**src/rtl/mbus_xmem_pkg.sv**
```systemverilog
package mbus_xmem_pkg;

  localparam int unsigned MBX_ADDR_W = 8;
  localparam int unsigned MBX_DATA_W = 8;

  // Strobes that need edge detection; read strobe is handled level-wise.
  typedef struct packed {
    logic ale;
    logic wr_n;
  } mbx_strobe_t;

  localparam mbx_strobe_t MBX_STROBE_IDLE = '{ale: 1'b0, wr_n: 1'b1};

endpackage

```
**src/rtl/mbus_strobe_sampler.sv**
```systemverilog
module mbus_strobe_sampler
  import mbus_xmem_pkg::*;
#(
  parameter int unsigned DATA_W = MBX_DATA_W
) (
  input  logic              clk,
  input  logic              rst,
  input  mbx_strobe_t       strb_i,
  input  logic [DATA_W-1:0] bus_i,
  output logic              ale_fall_o,
  output logic              wr_rise_o,
  output logic [DATA_W-1:0] bus_prev_o
);

  mbx_strobe_t       cur_q, prev_q;
  logic [DATA_W-1:0] bus_cur_q, bus_prev_q;

  // Two sample stages: the older one pairs the bus with the last
  // strobe level seen before an edge.
  always_ff @(posedge clk) begin
    if (rst) begin
      cur_q      <= MBX_STROBE_IDLE;
      prev_q     <= MBX_STROBE_IDLE;
      bus_cur_q  <= '0;
      bus_prev_q <= '0;
    end else begin
      cur_q      <= strb_i;
      prev_q     <= cur_q;
      bus_cur_q  <= bus_i;
      bus_prev_q <= bus_cur_q;
    end
  end

  assign ale_fall_o = prev_q.ale & ~cur_q.ale;
  assign wr_rise_o  = ~prev_q.wr_n & cur_q.wr_n;
  assign bus_prev_o = bus_prev_q;

endmodule

```
**src/rtl/mbus_addr_latch.sv**
```systemverilog
module mbus_addr_latch #(
  parameter int unsigned ADDR_W = 8
) (
  input  logic              clk,
  input  logic              rst,
  input  logic              load_i,
  input  logic [ADDR_W-1:0] addr_i,
  output logic [ADDR_W-1:0] addr_o
);

  logic [ADDR_W-1:0] addr_q;

  always_ff @(posedge clk) begin
    if (rst)         addr_q <= '0;
    else if (load_i) addr_q <= addr_i;
  end

  assign addr_o = addr_q;

endmodule

```
**src/rtl/mbus_byte_ram.sv**
```systemverilog
module mbus_byte_ram #(
  parameter int unsigned ADDR_W = 8,
  parameter int unsigned DATA_W = 8
) (
  input  logic              clk,
  input  logic              we_i,
  input  logic [ADDR_W-1:0] addr_i,
  input  logic [DATA_W-1:0] wdata_i,
  output logic [DATA_W-1:0] rdata_o
);

  localparam int unsigned DEPTH = 1 << ADDR_W;

  logic [DATA_W-1:0] mem [DEPTH];
  logic [DATA_W-1:0] rdata_q;

  // Single port, read-first, registered read: maps onto block RAM.
  always_ff @(posedge clk) begin
    if (we_i) mem[addr_i] <= wdata_i;
    rdata_q <= mem[addr_i];
  end

  assign rdata_o = rdata_q;

endmodule

```
**src/rtl/mbus_xmem_target.sv**
```systemverilog
module mbus_xmem_target
  import mbus_xmem_pkg::*;
#(
  parameter int unsigned ADDR_W = MBX_ADDR_W,
  parameter int unsigned DATA_W = MBX_DATA_W
) (
  input  logic              clk,
  input  logic              rst,
  input  logic              ale_i,
  input  logic              rd_n_i,
  input  logic              wr_n_i,
  input  logic [DATA_W-1:0] bus_i,
  output logic [DATA_W-1:0] bus_o,
  output logic              bus_oe_o
);

  localparam int unsigned ADDR_FROM_BUS = (ADDR_W <= DATA_W) ? ADDR_W : DATA_W;

  mbx_strobe_t       strb;
  logic              ale_fall;
  logic              wr_rise;
  logic [DATA_W-1:0] bus_smp;
  logic [ADDR_W-1:0] addr_q;
  logic [ADDR_W-1:0] addr_next;
  logic [DATA_W-1:0] rdata;
  logic              rd_act_q;

  assign strb.ale  = ale_i;
  assign strb.wr_n = wr_n_i;

  mbus_strobe_sampler #(.DATA_W(DATA_W)) u_smp (
    .clk        (clk),
    .rst        (rst),
    .strb_i     (strb),
    .bus_i      (bus_i),
    .ale_fall_o (ale_fall),
    .wr_rise_o  (wr_rise),
    .bus_prev_o (bus_smp)
  );

  always_comb begin
    addr_next = '0;
    addr_next[ADDR_FROM_BUS-1:0] = bus_smp[ADDR_FROM_BUS-1:0];
  end

  mbus_addr_latch #(.ADDR_W(ADDR_W)) u_lat (
    .clk    (clk),
    .rst    (rst),
    .load_i (ale_fall),
    .addr_i (addr_next),
    .addr_o (addr_q)
  );

  mbus_byte_ram #(.ADDR_W(ADDR_W), .DATA_W(DATA_W)) u_ram (
    .clk     (clk),
    .we_i    (wr_rise),
    .addr_i  (addr_q),
    .wdata_i (bus_smp),
    .rdata_o (rdata)
  );

  // Read strobe registered once to turn the driver on; the raw strobe
  // gates it off so the bus is released without waiting for a clock.
  always_ff @(posedge clk) begin
    if (rst) rd_act_q <= 1'b0;
    else     rd_act_q <= ~rd_n_i;
  end

  assign bus_oe_o = rd_act_q & ~rd_n_i;
  assign bus_o    = rdata;

endmodule

```
**config.mk**
```make
export PLATFORM = sky130hd
export DESIGN_NAME = mbus_xmem_target
export DESIGN_NICKNAME = d
export VERILOG_FILES = /design/src/rtl/mbus_xmem_pkg.sv /design/src/rtl/mbus_strobe_sampler.sv /design/src/rtl/mbus_addr_latch.sv /design/src/rtl/mbus_byte_ram.sv /design/src/rtl/mbus_xmem_target.sv
export SDC_FILE = /design/constraint.sdc
export NUM_CORES = 2
export LEC_CHECK = 0
export ABC_CLOCK_PERIOD_IN_PS = 8410
export BUFFER_PORTS_ARGS = -buffer_cell sky130_fd_sc_hd__buf_4
export CORE_ASPECT_RATIO = 1.75
export CORE_UTILIZATION = 60
export CTS_BUF_LIST = sky130_fd_sc_hd__clkbuf_4 sky130_fd_sc_hd__clkbuf_8
export CTS_CLUSTER_DIAMETER = 100
export CTS_CLUSTER_SIZE = 30
export DETAILED_ROUTE_END_ITERATION = 7
export PLACE_DENSITY = 0.85
export SYNTH_ARGS = -nofsm -noshare
export SYNTH_HDL_FRONTEND = slang
export SYNTH_SLANG_ARGS = --single-unit
```
**constraint.sdc**
```tcl
create_clock -name clk -period 8.41 [get_ports clk]
set_input_delay 0.841 -clock clk [delete_from_list [all_inputs] [get_ports clk]]
set_output_delay 0.841 -clock clk [all_outputs]
set_load 0.01 [all_outputs]
```
---- After elaboration in Yosys (flattened, before gate mapping) ----
Memories as Yosys holds them, arrays and structs flattened. A register that Yosys moved wholly into a read port is not among the register bits.
Index checks and enable logic that the tools add are counted.
storage, ports and cells
  register bits ........................... 29
  bits in writable memories ............... 2048
  bits of input ports ..................... 13
  output and inout port bits .............. 9
  logic and storage cells ................. 17
  memories kept ........................... 1
memories
  name       words  bits a word  read ports  clocked after Yosys merged registers in  wr ports  line                 text
  u_ram.mem  256    8            1           1                                        1         mbus_byte_ram.sv:14  logic [DATA_W-1:0] mem [DEPTH];
operators by class
  muxes and demuxes ....................... 2
  bitwise gates (word level) .............. 6
operators by type and width
  cell              number
  1-bit AND         3
  1-bit NOT         3
  1-bit 2-to-1 mux  2

---- Depth between registers and ports, before layout ----
  word-level depth ........................ 4
  depth in mapped cells ................... 9
  gate-level depth less buffers ........... 5

---- By module ----
Synthesis repeated with hierarchy kept, for this count alone.
unflattened totals
  cells, all modules ...................... 3620
  area, all modules ....................... 79362.4 µm²
by module, submodules not included
  module               times used  cells an instance  area an instance (µm²)  seq. area each (µm²)
  mbus_byte_ram        1           3547               78492.8                 61659.1
  mbus_strobe_sampler  1           44                 554.3                   400.4
  mbus_addr_latch      1           26                 285.3                   160.2
  mbus_xmem_target     1           3                  30.0                    20.0

---- Worst setup path before layout ----
Ideal clock, no wire load.
  path kind ............................... reg2reg
  start point ............................. register u_smp.bus_prev_q[0], in the netlist u_smp.bus_prev_o[0]
  end point ............................... memory u_ram.mem[0][0] (data pin)
  setup time .............................. 0.856 ns
  arrival ................................. 3.397 ns
  required time ........................... 7.554 ns
  slack ................................... 4.157 ns
  stages on the path, launching flop included .. 1
  path buffers ............................ 0
  period minus slack after synthesis ...... 4.253 ns
  cell sequence ........................... dfxtp_1
RTL lines
  item                      line                       text
  start: declaration        mbus_strobe_sampler.sv:16  logic [DATA_W-1:0] bus_cur_q, bus_prev_q;
  start signal: assignment  mbus_strobe_sampler.sv:30  bus_prev_q <= bus_cur_q;
  end: declaration          mbus_byte_ram.sv:14
Straight into the memory's write port.

==> impl_metrics.tcl <==
set metrics [dict create \
    critical_path.top_delay_family "compound AO/OA/AOI/OAI gates" \
    boundaryPins 22 \
    wl_per_cell_um 33.8 \
    htreeDepth 3 \
    grt_first_pass_wirelength_um 257000 \
    grt_start_max_net_pins 180 \
    synth.mux.area_fraction_pct 14.7 \
    clock_sinks 2085 \
    yosysSeqAreaShare_pct 78.6 \
    yosys_register_bits 2085 \
    worst_path_max_delay_cell "o41ai_1" \
    worstMarginPinSlew_ns 1.66 \
    core_sq_um 131000 \
    die_w_um 277 \
    clk_latency_ns 0.87 \
    postSynthCellCount 3603 \
    grt_usage_pct 26.9 \
    cts.clk_slew.worst_paths_ns 0.17 \
    postCtsSetupRepairBufs 0 \
    ys_types 23 \
    worstPathRequired_ns 9.06 \
    slew_violations 2 \
    num_vias 37200 \
    die_area_sq_um 134000 \
    fmax_mhz 210 \
    critPathMaxStageDelay_ns 1.45 \
    drive_above_1_share_pct 21.1 \
    rows 176 \
    worstSetupPathType "flop to flop" \
    synth_top_family_by_area "multiplexers" \
    pre_cts_slack_ns 3.80 \
    fin_area_sq_um 82600 \
    vdd_ir_drop_max_uv 105 \
    firstDrtPassIters 6 \
    setup_slack_ns 3.66 \
    crit_chain "buf_12 -> mux4_2 -> a22oi_1 -> a21oi_1 -> o41ai_1 -> nand4_1" \
    endpoint_kind "flop" \
    hold_class "input port to flop" \
    grt_overflow_total 0 \
    place.gp.congestion 0.858 \
    antenna_found_initial 8 \
    p_clk_share_pct 24.9 \
    hold_violations 0 \
    drc_errors 0 \
    drt_iter0_markers 5256 \
    p_seq_share_pct 73.5 \
    cp_max_fo 106 \
    p_sw_share_pct 19.2 \
    area_delta_synth_final_pct 4.30 \
    port_buffers 21 \
    startpoint_type "flop" \
    min_period_ns 4.75 \
    cts_tree "yes" \
    cts_resized 0 \
    drv_cap 1 \
    status "finished with violations" \
    synth-simple-area-share_pct 1.83 \
    leakage_uw 0.0243 \
    cp.arrival_ns 5.40 \
    rsz0062_at_grt "false" \
    failed_checks "max-capacitance violations, max-slew violations" \
    start_util_pct 60.4 \
    final_core_util_pct 62.9 \
    nets 3550 \
    final.setup.tns_ns 0 \
    numCtsBuffers 79 \
    synthAdderAreaFrac_pct 0 \
    wl_um 178000 \
    synth_warnings 0 \
    postSynthNetCount 3616 \
    cts_hold_buf 0 \
    cts_buffer_depth 3 \
    root_buffer "clkbuf_8" \
    ant_nets 0 \
    final.setup_skew_ns 0.0670 \
    hold_slack_ns 0.163 \
    syn_area_sq_um 79200 \
    grt_pass1_vias 38200 \
    pwr-share-comb_pct 1.6 \
    p_sw_uw 2980 \
    p_per_area_nw_per_um2 188 \
    die_h_um 483 \
    synth_compound_area_share_pct 3.59 \
    syn_area_per_cell_sq_um 22.0 \
    slew_headroom_pct -12.0 \
    fin_crit_sh_pct 56.5 \
    post-dp-hpwl_um 112000 \
    viasPerCell 7.05 \
    yosys.area_share.xor_xnor_pct 0 \
    setup_viol 0 \
    timing.critical_path.buf_inv 1 \
    p_int_uw 12500 \
    placed_area_sq_um 81100 \
]
-- power by group through the flow --
| stage | clock network (uW) | registers (uW) | logic (uW) |
|---|---|---|---|
| 2_1_floorplan | 0 | 11700 | 102 |
| 3_3_place_gp | 0 | 11600 | 241 |
| 3_5_place_dp | 0 | 11600 | 253 |
| 4_1_cts | 3860 | 11400 | 253 |
| 5_1_grt | 4150 | 11400 | 264 |
| 6_report | 3860 | 11400 | 252 |
-- sequential cells by signal (all words and copies together), names as in the netlist --
register / flops
u_ram.mem: 2048
u_smp.bus_cur_q: 8
u_smp.prev_q: 2
u_lat.addr_o: 8
u_ram.rdata_o: 8
u_smp.bus_prev_o: 8
u_smp.cur_q: 2
rd_act_q: 1
-- kinds of logic (layout without fill, tap and decap cells) --
logic type | after synthesis | count (layout)
mux | 520 | 520
flops | 2085 | 2085
compound gates | 416 | 416
buf+inv | 231 | 208
other cells | 0 | 2
simple gates | 351 | 351
-- final timing paths --
check	endpoint	startpoint	cells after the start	slack [ns]
max	u_ram.rdata_o[3]	u_lat.addr_o[0]	6	3.66
min	rd_act_q	rd_n_i	2	0.16
max reg2reg	u_ram.rdata_o[3]	u_lat.addr_o[0]	6	3.66
min reg2reg	u_smp.bus_prev_o[1]	u_smp.bus_cur_q[1]	1	0.44
-- placed cells by master (no fill, tap or decap), types with 2 or more instances in the layout --
cell type / instances
nand4_1: 9
mux2i_1: 8
dfxtp_1: 27
dfxtp_4: 10
nor2b_4: 2
edfxtp_1: 2048
clkbuf_4: 37
or2_2: 3
a22oi_1: 256
buf_4: 74
a21oi_1: 128
nand2_1: 15
mux4_2: 512
nor2b_1: 26
buf_12: 10
o41ai_2: 4
o41ai_1: 28
diode_2: 2
nand3_1: 6
nand2_2: 12
nor2_1: 269
clkbuf_8: 84
-- metrics by stage --
step | instances | total power, uW
final | 5273 | 15500
after global routing | 5272 | 15800
after CTS | 5271 | 15500
after detailed placement | 5147 | 11900
after global placement | 5146 | 11900
after floorplan | 3603 | 11800
-- final cells by class --
class / count / area (sq um)
fillers: 8009 / 48600
multi-input cells: 1287 / 16000
flip-flops and latches: 2085 / 62300
clock buffers: 121 / 1430
clock inverters: 3 / 32.5
diodes: 2 / 5.00
repair buffers: 84 / 756
well taps: 1691 / 2120
-- metal layers --
layer	part of all wire, %	wire length (um)	track usage, %
met3	8.0	14200	3.35
met5	0.041	73	0
met1	32	56300	31.1
met4	6.9	12200	16.2
met2	53	95200	48.3
-- synth_stat cells, drive strengths merged --
master / number / share of area [%]
or2: 3 / 0.024
a21oi: 128 / 0.81
clkbuf: 129 / 0.61
nor2b: 29 / 0.23
and3: 1 / 0.0079
nand2b: 2 / 0.016
mux2i: 8 / 0.10
a22oi: 256 / 2.4
nand2: 27 / 0.13
and2: 2 / 0.016
nor3b: 1 / 0.0095
nor2: 270 / 1.3
nand3: 6 / 0.038
o41ai: 32 / 0.35
buf: 102 / 0.73
edfxtp: 2048 / 78
mux4: 512 / 15
dfxtp: 37 / 0.94
and3b: 1 / 0.011
nand4: 9 / 0.071
(Power assumes the default switching activity.)
